$ cat src/rtl/svc_pkg.sv
package svc_pkg;

    typedef enum logic [1:0] {
        ST_SETTLED  = 2'd0,
        ST_HOLD_ZC  = 2'd1,
        ST_STEPPING = 2'd2
    } ch_state_t;

    typedef enum logic [1:0] {
        XF_IMMEDIATE  = 2'b00,
        XF_ZERO_CROSS = 2'b01,
        XF_RAMP       = 2'b10,
        XF_RAMP_ZC    = 2'b11
    } xfer_t;

    localparam int COEF_W    = 16;
    localparam int COEF_FRAC = 15;

    // One octave (12 half-dB steps = 6.02 dB) of Q1.15 gains.
    function automatic logic [COEF_W-1:0] semitone_base(input logic [3:0] k);
        logic [COEF_W-1:0] v;
        case (k)
            4'd0:    v = 16'd32768;
            4'd1:    v = 16'd30929;
            4'd2:    v = 16'd29193;
            4'd3:    v = 16'd27554;
            4'd4:    v = 16'd26008;
            4'd5:    v = 16'd24548;
            4'd6:    v = 16'd23170;
            4'd7:    v = 16'd21870;
            4'd8:    v = 16'd20643;
            4'd9:    v = 16'd19484;
            4'd10:   v = 16'd18390;
            4'd11:   v = 16'd17358;
            default: v = 16'd0;
        endcase
        return v;
    endfunction

endpackage

$ cat src/rtl/svc_gain_lut.sv
module svc_gain_lut #(
    parameter int CW = 8
) (
    input  logic [CW-1:0]              code,
    output logic [svc_pkg::COEF_W-1:0] coef
);
    logic [CW-1:0] octave;
    logic [CW-1:0] semis;

    always_comb begin
        octave = code / CW'(12);
        semis  = code % CW'(12);
        coef   = svc_pkg::semitone_base(semis[3:0]) >> octave;
    end
endmodule

$ cat src/rtl/svc_scale.sv
module svc_scale #(
    parameter int DW = 24
) (
    input  logic [DW-1:0]              x,
    input  logic [svc_pkg::COEF_W-1:0] coef,
    output logic [DW-1:0]              y
);
    localparam int PW = DW + svc_pkg::COEF_W + 1;

    logic signed [PW-1:0] prod;
    logic signed [PW-1:0] rnd;

    always_comb begin
        prod = $signed(x) * $signed({1'b0, coef});
        rnd  = prod + $signed({{(PW-svc_pkg::COEF_FRAC){1'b0}}, 15'h4000});
        y    = rnd[svc_pkg::COEF_FRAC +: DW];
    end
endmodule

$ cat src/rtl/svc_channel.sv
module svc_channel
    import svc_pkg::*;
#(
    parameter int DW    = 24,
    parameter int CW    = 8,
    parameter int STEP  = 8,
    parameter int ZCL   = 512
) (
    input  logic          clk,
    input  logic          rst_n,
    input  logic          smp_valid,
    input  logic [DW-1:0] x,
    input  logic [CW-1:0] code,
    input  logic          mute,
    input  logic [1:0]    mode,
    output logic [CW-1:0] eff_code,
    output logic          mute_act
);
    localparam int RW = (STEP > 1) ? $clog2(STEP) : 1;
    localparam int ZW = (ZCL > 1) ? $clog2(ZCL) : 1;
    localparam logic [CW-1:0] CODE_MAX = '1;
    localparam logic [RW-1:0] DUE_AT   = RW'(STEP - 1);
    localparam logic [ZW-1:0] ZC_LAST  = ZW'(ZCL - 1);

    ch_state_t     state, st_nxt;
    xfer_t         mode_e;
    logic [CW-1:0] cur, nxt, target, step_val;
    logic [RW-1:0] rcnt, rcnt_nxt;
    logic [ZW-1:0] zcw, zcw_nxt;
    logic          prev_neg, zc, zc_ok, due;

    assign mode_e   = xfer_t'(mode);
    assign target   = mute ? CODE_MAX : code;
    assign zc       = (x == '0) || (x[DW-1] != prev_neg);
    assign zc_ok    = zc || (zcw == ZC_LAST);
    assign due      = (rcnt == DUE_AT);
    assign step_val = (target > cur) ? cur + 1'b1 : cur - 1'b1;
    assign eff_code = nxt;

    always_comb begin
        nxt = cur;
        unique case (mode_e)
            XF_IMMEDIATE:  nxt = target;
            XF_ZERO_CROSS: if (zc_ok) nxt = target;
            XF_RAMP:       if (due && target != cur) nxt = step_val;
            XF_RAMP_ZC:    if (due && zc_ok && target != cur) nxt = step_val;
            default:       nxt = cur;
        endcase

        if (target == cur || nxt != cur) begin
            rcnt_nxt = '0;
            zcw_nxt  = '0;
        end else begin
            rcnt_nxt = due ? rcnt : rcnt + 1'b1;
            zcw_nxt  = (mode[0] && zcw != ZC_LAST) ? zcw + 1'b1 : zcw;
        end

        if (nxt == target)  st_nxt = ST_SETTLED;
        else if (mode[1])   st_nxt = ST_STEPPING;
        else                st_nxt = ST_HOLD_ZC;
    end

    // State register
    always_ff @(posedge clk) begin
        if (!rst_n) begin
            state    <= ST_SETTLED;
            cur      <= '0;
            rcnt     <= '0;
            zcw      <= '0;
            prev_neg <= 1'b0;
        end else if (smp_valid) begin
            state    <= st_nxt;
            cur      <= nxt;
            rcnt     <= rcnt_nxt;
            zcw      <= zcw_nxt;
            prev_neg <= x[DW-1];
        end
    end

    // Output register
    always_ff @(posedge clk) begin
        if (!rst_n)         mute_act <= 1'b0;
        else if (smp_valid) mute_act <= mute && (st_nxt == ST_SETTLED);
    end

    assert_immediate_take_R3: assert property (@(posedge clk) disable iff (!rst_n)
        (smp_valid && mode == 2'b00) |=> (cur == $past(target)));

    assert_zc_wait_R4: assert property (@(posedge clk) disable iff (!rst_n)
        (smp_valid && mode == 2'b01 && !zc && zcw != ZC_LAST) |=> $stable(cur));

    assert_single_step_R6: assert property (@(posedge clk) disable iff (!rst_n)
        (smp_valid && mode[1]) |=> (cur == $past(cur) || cur == CW'($past(cur) + 1'b1)
                                    || cur == CW'($past(cur) - 1'b1)));

    assert_mute_settled_R10: assert property (@(posedge clk) disable iff (!rst_n)
        mute_act |-> (cur == CODE_MAX && state == ST_SETTLED));

    assert_hold_between_R13: assert property (@(posedge clk) disable iff (!rst_n)
        !smp_valid |=> $stable(cur));
endmodule

$ cat src/rtl/svc_mute_pin.sv
module svc_mute_pin #(
    parameter int NCH = 2
) (
    input  logic           clk,
    input  logic           rst_n,
    input  logic [NCH-1:0] sense,
    input  logic [NCH-1:0] active,
    output logic [NCH-1:0] drive,
    output logic           drive_en
);
    logic [NCH-1:0] pol_q;
    logic           taken;

    always_ff @(posedge clk) begin
        if (!rst_n) begin
            pol_q <= '0;
            taken <= 1'b0;
        end else if (!taken) begin
            pol_q <= sense;
            taken <= 1'b1;
        end
    end

    assign drive    = pol_q ~^ active;
    assign drive_en = taken;

    assert_polarity_kept_R11: assert property (@(posedge clk) disable iff (!rst_n)
        taken |=> $stable(pol_q));
endmodule

$ cat src/rtl/soft_vol_ctrl.sv
module soft_vol_ctrl #(
    parameter int NCH          = 2,
    parameter int DW           = 24,
    parameter int CW           = 8,
    parameter int STEP_SAMPLES = 8,
    parameter int ZC_LIMIT     = 512
) (
    input  logic              clk,
    input  logic              rst_n,
    input  logic              smp_valid,
    input  logic [NCH*DW-1:0] smp_in,
    input  logic [NCH*CW-1:0] atten_code,
    input  logic [NCH-1:0]    mute_req,
    input  logic [1:0]        xfer_mode,
    output logic [NCH*DW-1:0] smp_out,
    output logic              out_valid,
    output logic [NCH-1:0]    mute_active,
    input  logic [NCH-1:0]    mute_sense,
    output logic [NCH-1:0]    mute_drive,
    output logic              mute_drive_en
);
    logic [NCH*DW-1:0] y_all;

    for (genvar ch = 0; ch < NCH; ch++) begin : g_ch
        logic [CW-1:0]              eff;
        logic [svc_pkg::COEF_W-1:0] coef;

        svc_channel #(.DW(DW), .CW(CW), .STEP(STEP_SAMPLES), .ZCL(ZC_LIMIT)) u_chan (
            .clk       (clk),
            .rst_n     (rst_n),
            .smp_valid (smp_valid),
            .x         (smp_in[ch*DW +: DW]),
            .code      (atten_code[ch*CW +: CW]),
            .mute      (mute_req[ch]),
            .mode      (xfer_mode),
            .eff_code  (eff),
            .mute_act  (mute_active[ch])
        );

        svc_gain_lut #(.CW(CW)) u_lut (
            .code (eff),
            .coef (coef)
        );

        svc_scale #(.DW(DW)) u_scale (
            .x    (smp_in[ch*DW +: DW]),
            .coef (coef),
            .y    (y_all[ch*DW +: DW])
        );
    end

    always_ff @(posedge clk) begin
        if (!rst_n) begin
            smp_out   <= '0;
            out_valid <= 1'b0;
        end else begin
            out_valid <= smp_valid;
            if (smp_valid) smp_out <= y_all;
        end
    end

    svc_mute_pin #(.NCH(NCH)) u_mute_pin (
        .clk      (clk),
        .rst_n    (rst_n),
        .sense    (mute_sense),
        .active   (mute_active),
        .drive    (mute_drive),
        .drive_en (mute_drive_en)
    );

    assert_valid_follows_R2: assert property (@(posedge clk) disable iff (!rst_n)
        smp_valid |=> out_valid);

    assert_no_spurious_valid_R2: assert property (@(posedge clk) disable iff (!rst_n)
        !smp_valid |=> !out_valid);

    assert_out_hold_R13: assert property (@(posedge clk) disable iff (!rst_n)
        !smp_valid |=> $stable(smp_out));
endmodule

$ cat config.mk
export PLATFORM = sky130hd
export DESIGN_NAME = soft_vol_ctrl
export DESIGN_NICKNAME = d
export VERILOG_FILES = /design/src/rtl/svc_pkg.sv /design/src/rtl/svc_gain_lut.sv /design/src/rtl/svc_scale.sv /design/src/rtl/svc_channel.sv /design/src/rtl/svc_mute_pin.sv /design/src/rtl/soft_vol_ctrl.sv
export SDC_FILE = /design/constraint.sdc
export NUM_CORES = 2
export LEC_CHECK = 0
export BUFFER_PORTS_ARGS = -buffer_cell sky130_fd_sc_hd__buf_2
export CAP_MARGIN = 30
export CORE_UTILIZATION = 52
export CTS_CLUSTER_DIAMETER = 80
export CTS_CLUSTER_SIZE = 8
export DETAILED_ROUTE_END_ITERATION = 6
export PLACE_DENSITY = 0.74
export SYNTH_ARGS = -nofsm -noshare
export SYNTH_HDL_FRONTEND = slang
export SYNTH_HIERARCHICAL = 1
export SYNTH_SLANG_ARGS = --single-unit
$ cat constraint.sdc
create_clock -name clk -period 28.7 [get_ports clk]
set_input_delay 5.74 -clock clk [delete_from_list [all_inputs] [get_ports clk]]
set_output_delay 5.74 -clock clk [all_outputs]
set_load 0.05 [all_outputs]
# ---- Word-level counts from Yosys, hierarchy flattened
# Memories as Yosys holds them, arrays and structs flattened.
# Index checks and enable logic that the tools add are counted.
# W data, S select, Z words.
dict set report classes {
  n_reduce_logical 27
  n_eq_ne 21
  order_cmp 2
  shift 2
  n_mul 2
  muxes 24
  add_sub_neg 10
  div_mod_pow 4
  bitwise 1
}
# cell n
set op_table {}
lappend op_table {{$mux W8} 10}
lappend op_table {{$add A39 B16 Y39 const B} 2}
lappend op_table {{$mul A24 B17 Y39} 2}
lappend op_table {{$pmux W8 S4} 2}
lappend op_table {{$logic_not A24 Y1} 2}
lappend op_table {{$mux W9} 4}
lappend op_table {{$eq A8 B8 Y1} 4}
lappend op_table {{$ne A8 B8 Y1} 4}
lappend op_table {{$shr A16 B8 Y16} 2}
lappend op_table {{$add A9 B1 Y9 const B} 2}
lappend op_table {{$eq A9 B9 Y1 const B} 2}
lappend op_table {{$ne A9 B9 Y1 const B} 2}
lappend op_table {{$add A8 B1 Y8 const B} 2}
lappend op_table {{$div A8 B4 Y8 const B} 2}
lappend op_table {{$gt A8 B8 Y1} 2}
lappend op_table {{$mod A8 B4 Y8 const B} 2}
lappend op_table {{$sub A8 B1 Y8 const B} 2}
lappend op_table {{$mux W3} 4}
lappend op_table {{$logic_and A1 B1 Y1} 10}
lappend op_table {{$reduce_and A2 Y1} 4}
lappend op_table {{$add A3 B1 Y3 const B} 2}
lappend op_table {{$eq A3 B3 Y1 const B} 2}
lappend op_table {{$logic_not A2 Y1} 3}
lappend op_table {{$logic_or A1 B1 Y1} 6}
lappend op_table {{other kinds (8)} 14}
dict set report totals {
  elab_cells 109
  out_inout_bits 54
  regBits 96
  in_bits 73
  romBits 512
  mem_count 2
}
# name depth word_bits read_ports rd_clocked_by_memory_dff write_ports line
set memory_table {}
lappend memory_table {{(no name shown)} 16 16 1 0 0 svc_pkg.sv:22} ;# case (k)
lappend memory_table {{(no name shown)} 16 16 1 0 0 svc_pkg.sv:22}

# ---- Depth between registers and ports, before layout
# An unclocked memory read counts as a cell.
dict set report logic_depth {
  depth_word 12
  ltp_mapped 54
  mapped_depth_nobuf 48
}

# ---- Modules after synthesis
# Netlist, hierarchy kept.
# module seq_area_each_um2 n_inst area_per_inst_um2 cells_each
set modules_own_cells {}
lappend modules_own_cells {{svc_scale (g_ch[0].u_scale)} 0.0 1 13785.7 1547}
lappend modules_own_cells {{svc_scale (g_ch[1].u_scale)} 0.0 1 13740.7 1531}
lappend modules_own_cells {svc_channel 440.4 2 2627.5 348}
lappend modules_own_cells {svc_gain_lut 0.0 2 1795.5 248}
lappend modules_own_cells {soft_vol_ctrl 980.9 1 1853.0 157}
lappend modules_own_cells {svc_mute_pin 60.1 1 110.1 9}

# ---- Worst setup path after synthesis
# OpenSTA, ideal clock, no wires.
dict set report synth_path {
  kind {input to register}
  startpoint {input port mute_req[1]}
  endpoint {register smp_out[47]}
  t_required_ns 28.634
  setup_slack_ns 11.975
  arrival_ns 16.659
  cell_stages 46
  n_path_buf 5
  setup_time_ns 0.066
  cell_sequence {clkbuf_1 -> nor2_1 -> inv_1 -> ha_1 -> nand4_1 -> a21o_1 -> a21o_1 -> ha_1 -> a21o_1 -> a221oi_1 -> xnor2_1 -> o21a_1 -> or3_1 -> and2_1 -> buf_2 -> nor4b_2 -> mux2_4 -> o2bb2ai_2 -> [... 10 more ...] -> inv_1 -> fa_1 -> inv_1 -> fa_1 -> fa_1 -> fa_1 -> fa_1 -> inv_1 -> ha_1 -> clkbuf_1 -> a21oi_1 -> nand2_1 -> o211ai_1 -> o41ai_4 -> o41ai_2 -> xnor2_1 -> mux2i_1 -> nor2b_1}
}
dict set report synth_between {
  elab_chain_len 10
  elab_cells_between_ends 16
  classes_between {add/sub (1); mul (1); div (2); order compare (1); eq/ne (1); shift (1); mux (6); reduce/logical (2); memory (1)}
}
# element line
set synth_rtl {}
lappend synth_rtl {{from (decl)} soft_vol_ctrl.sv:13} ;# input logic [NCH-1:0] mute_req,
lappend synth_rtl {{$mux W8 (*)} svc_channel.sv:33} ;# assign target = mute ? CODE_MAX : code;
lappend synth_rtl {{$gt A8 B8 Y1 or $ne A8 B8 Y1 (tied branches)} {svc_channel.sv:37, svc_channel.sv:45, svc_channel.sv:46}}
lappend synth_rtl {{$mux W8 (tied with other cells)} svc_channel.sv:37} ;# assign step_val = (target > cur) ? cur + 1'b1 : cur - 1'b1;
lappend synth_rtl {{$mux W8, on equally long branches} {svc_channel.sv:46, svc_channel.sv:45}}
lappend synth_rtl {{$pmux W8 S4 (*)} svc_channel.sv:42} ;# unique case (mode_e)
lappend synth_rtl {{named net g_ch[1].eff[5]} soft_vol_ctrl.sv:25} ;# logic [CW-1:0] eff;
lappend synth_rtl {{$mod A8 B4 Y8} svc_gain_lut.sv:12} ;# semis = code % CW'(12);
lappend synth_rtl {{$mem_v2 Z16 W16} -}
lappend synth_rtl {{$shr A16 B8 Y16 (*)} svc_gain_lut.sv:13} ;# coef = svc_pkg::semitone_base(semis[3:0]) >> octave;
lappend synth_rtl {{named net g_ch[1].coef, one bit} soft_vol_ctrl.sv:26} ;# logic [svc_pkg::COEF_W-1:0] coef;
lappend synth_rtl {{$mul A24 B17 Y39 (*)} svc_scale.sv:14} ;# prod = $signed(x) * $signed({1'b0, coef});
lappend synth_rtl {{$add A39 B16 Y39 (*)} svc_scale.sv:15} ;# rnd = prod + $signed({{(PW-svc_pkg::COEF_FRAC){1'b0}}, 15'h4000});
lappend synth_rtl {{named net y_all[47]} soft_vol_ctrl.sv:22} ;# logic [NCH*DW-1:0] y_all;
lappend synth_rtl {{to (signal assigned)} soft_vol_ctrl.sv:58} ;# if (smp_valid) smp_out <= y_all;
lappend synth_rtl {{to (decl)} soft_vol_ctrl.sv:15} ;# output logic [NCH*DW-1:0] smp_out,
# Mark *: on every way through the listed nets, which the timed path passes. The rest lies on a longest branch.
# A chain may end at the register's enable or synchronous reset.

# ---- Final worst setup path
dict set report layout_path {
  startpoint {input port mute_req[0]}
  endpoint {register smp_out[17]}
}
dict set report layout_between {
  elab_chain_len 10
  elab_cells_between_ends 16
  classes_between {add/sub (1); mul (1); div (2); order compare (1); eq/ne (1); shift (1); mux (6); reduce/logical (2); memory (1)}
}
# element line
set layout_rtl {}
lappend layout_rtl {{$mux W8 (*)} svc_channel.sv:33}
lappend layout_rtl {{$gt A8 B8 Y1 or $ne A8 B8 Y1 (tied branches)} {svc_channel.sv:37, svc_channel.sv:45, svc_channel.sv:46}}
lappend layout_rtl {{$mux W8 (tied with other cells)} svc_channel.sv:37}
lappend layout_rtl {{$mux W8, on equally long branches} {svc_channel.sv:46, svc_channel.sv:45}}
lappend layout_rtl {{$pmux W8 S4 (*)} svc_channel.sv:42}
lappend layout_rtl {{named net g_ch[0].eff[5]} soft_vol_ctrl.sv:25}
lappend layout_rtl {{$mod A8 B4 Y8} svc_gain_lut.sv:12}
lappend layout_rtl {{$mem_v2 Z16 W16} -}
lappend layout_rtl {{$shr A16 B8 Y16 (*)} svc_gain_lut.sv:13}
lappend layout_rtl {{named net g_ch[0].coef, one bit} soft_vol_ctrl.sv:26}
lappend layout_rtl {{$mul A24 B17 Y39 (*)} svc_scale.sv:14}
lappend layout_rtl {{$add A39 B16 Y39 (*)} svc_scale.sv:15}
lappend layout_rtl {{named net y_all[17]} soft_vol_ctrl.sv:22}
# Marks and branches as above.

==> results.yml <==
grt:
  antenna_found_initial: 1
  first_global_vias: 31600
  track_usage_pct: 26.9
  grt_overflow: 0
  grt_pass1_wl_mm: 161
  grt_max_degree: 57
min_path:
  worstHoldPathType: "flop to flop"
  hold_path_depth: 2
die:
  die-width_um: 274
  fp-row-count: 99
  core-area_um2: 73000
  start_util_pct: 52.5
  dieHeight_um: 274
  ios: 127
  die_area_um2: 74800
clocking:
  clkTransAtPathRegs_ns: 0.09
  clkLatencyLatePin_ns: 0.39
  htree_levels: 3
  cts-root-buf: "clkbuf_16"
  tritoncts: "done"
  cts_buffers: 9
  cts_sinks: 96
  postCtsHoldBufs: 0
  cts_resized: 0
  cts_buffer_depth: 2
  postCtsSetupBuffers: 0
placed_design:
  dpl_cell_area_um2: 39500
  portBuffers: 126
  place.gp.congestion: 0.913
  place_hpwl_mm: 75.5
  dp_slack_ns: 9.90
sta:
  setup-tns-final_ns: 0
  rsz0062_at_grt: "no"
  setup_viol: 0
  finalHoldViolCount: 0
  clock.fmax_ghz: 0.0544
  min_period_ns: 18.40
  skew_ns: 0.0228
  hold_ws_ns: 0.466
  period_share_pct: 64.1
  slew_headroom_pct: 30.0
  timing.final.ws_setup_ns: 10.30
  tightest_slew_ns: 1.05
  drv_slew: 0
critical_path:
  r2r_cells: 43
  end_kind: "flop"
  cpPeakStageDelay_ns: 0.73
  critPathMaxFanout: 24
  critPathRequiredTime_ns: 29.02
  critPathLaunchType: "primary input"
  worstPathArrival_ns: 18.72
  criticalPathCategory: "primary input to flop"
  cp_common_cell: "fa_1"
  rrSetupSlack_ns: 15.62
  slowest_stage: "a221o_1"
synthesis:
  synthFlopType: "dfxtp_1"
  synth_cell_types: 114
  ys_seq_area_share_pct: 5.01
  synth.top_cell.area_share_pct: 38.1
  syn-num-nets: 5517
  avgSynthCellArea_um2: 8.64
  yosysWarningCount: 6
  synth_area_leaders: "fa_1, inv_1, ha_1"
  synth_seq_cells: 96
  syn_inst: 4436
  yosysTopAreaCell: "fa_1"
  syn_area_um2: 38300
  async_reset_ff_share_pct: 0
  synth_edf_count: 0
routing:
  vias_per_cell: 5.59
  vias: 30100
  wl_per_cell_um: 18.0
  postRouteAntennaNets: 0
  drt_iter0_markers: 2155
  drt-total-wl_mm: 96.6
  first_pass_iters: 7
  drcViolationCount: 0
finish:
  fin_nets: 5491
  design_area_um2: 39800
  syn_to_final_growth_pct: 3.88
  antenna_cells: 0
  layout-drive-gt1-share_pct: 7.57
status:
  status: "finished clean"
flow_run:
  cap_violations: 0
synth_stat cells, drive strengths merged (7+ instances only):
cell	n
inv	997
fa	730
and2	458
nand2	430
ha	278
a21oi	137
clkbuf	137
nor2	128
dfxtp	96
o21ai	81
mux2i	76
xnor2	75
nor2b	71
buf	68
nand3	47
a211oi	44
a21o	42
nor3	35
nand4	32
xor2	31
o22ai	27
nor4	25
a31oi	23
and3	23
o211ai	23
nand2b	21
or2	21
o21a	17
o311ai	16
o221ai	15
o31ai	14
a22oi	13
a41oi	12
mux2	12
o2bb2ai	12
a221oi	10
or3	10
a211o	8
a221o	8
a22o	8
and4	8
a31o	7
worst max-delay path, delay by kind of cell:
| family | cells | cell delay, ns |
|---|---|---|
| AOI/OAI and AO/OA | 13 | 4.27 |
| xor gates and xnor gates | 2 | 0.38 |
| adders and majority gates | 9 | 4.17 |
| buffers and inverters | 6 | 0.44 |
| muxes | 3 | 0.50 |
| and+or+nand+nor | 12 | 3.16 |
sequential cells by signal, indices dropped and copies added (netlist names):
register / flops
smp_out: 48
g_ch.u_chan/zcw: 18
g_ch.u_chan/cur: 16
g_ch.u_chan/rcnt: 6
g_ch.u_chan/mute_act: 2
g_ch.u_chan/prev_neg: 2
u_mute_pin/pol_q: 2
out_valid: 1
u_mute_pin/drive_en: 1
layout by cell type (no fill, tap or decap), types with 40 or more instances in the layout:
master,synthesis,final
ha_1,278,278
o21ai_0,52,52
inv_1,995,995
nand2_1,428,428
nor2_1,124,123
buf_2,25,125
and2_1,455,455
nand3_1,47,47
xnor2_1,75,75
buf_4,20,40
dfxtp_1,96,96
fa_1,730,730
mux2i_1,76,76
a21o_1,40,40
nor2b_1,71,71
a21oi_1,128,128
final cells by class:
| class | instances | area, um2 |
|---|---|---|
| timing repair buffer | 168 | 967 |
| clock inverter | 7 | 88.8 |
| clock buffer | 9 | 225 |
| fill | 6603 | 33100 |
| multi-input combinational | 3136 | 31700 |
| tap | 959 | 1200 |
| sequential | 96 | 1920 |
| inverter | 999 | 3750 |
stage by stage:
stage | util [%] | cells
2_1_floorplan | - | 4436
3_3_place_gp | 54.1 | 5353
3_5_place_dp | 54.1 | 5356
4_1_cts | 54.5 | 5372
5_1_grt | 54.6 | 5374
6_report | 54.6 | 5374
cells by family (layout without fill, tap and decap cells):
| family | count (synthesis) | count (layout) | synth area share [%] |
|---|---|---|---|
| xor gates and xnor gates | 106 | 106 | 2.42 |
| adders and majority gates | 1008 | 1008 | 47.2 |
| muxes | 88 | 88 | 2.36 |
| and+or+nand+nor | 1345 | 1345 | 18.9 |
| AOI/OAI and AO/OA | 589 | 589 | 11.6 |
| buffers and inverters | 1204 | 1183 | 12.5 |
| DFF | 96 | 96 | 5.01 |
final timing paths:
check                                        endpoint                  start
worst max register to register            smp_out[17]  g_ch[0].u_chan/cur[7]
worst max-delay path                      smp_out[17]            mute_req[0]
worst min-delay path            g_ch[0].u_chan/zcw[8]  g_ch[0].u_chan/zcw[8]
worst min register to register  g_ch[0].u_chan/zcw[8]  g_ch[0].u_chan/zcw[8]
layer usage:
metal,vias to the layer above,global-route usage (%),wire length (um)
met1,15100,36.2,41300
met3,143,3.13,6130
li1,13800,-,-
met2,987,45.8,47100
met5,-,0,0
met4,0,7.07,2100
Power is not shown: default switching activity piles up to over one toggle a cycle in this logic, so the estimate is an artifact.
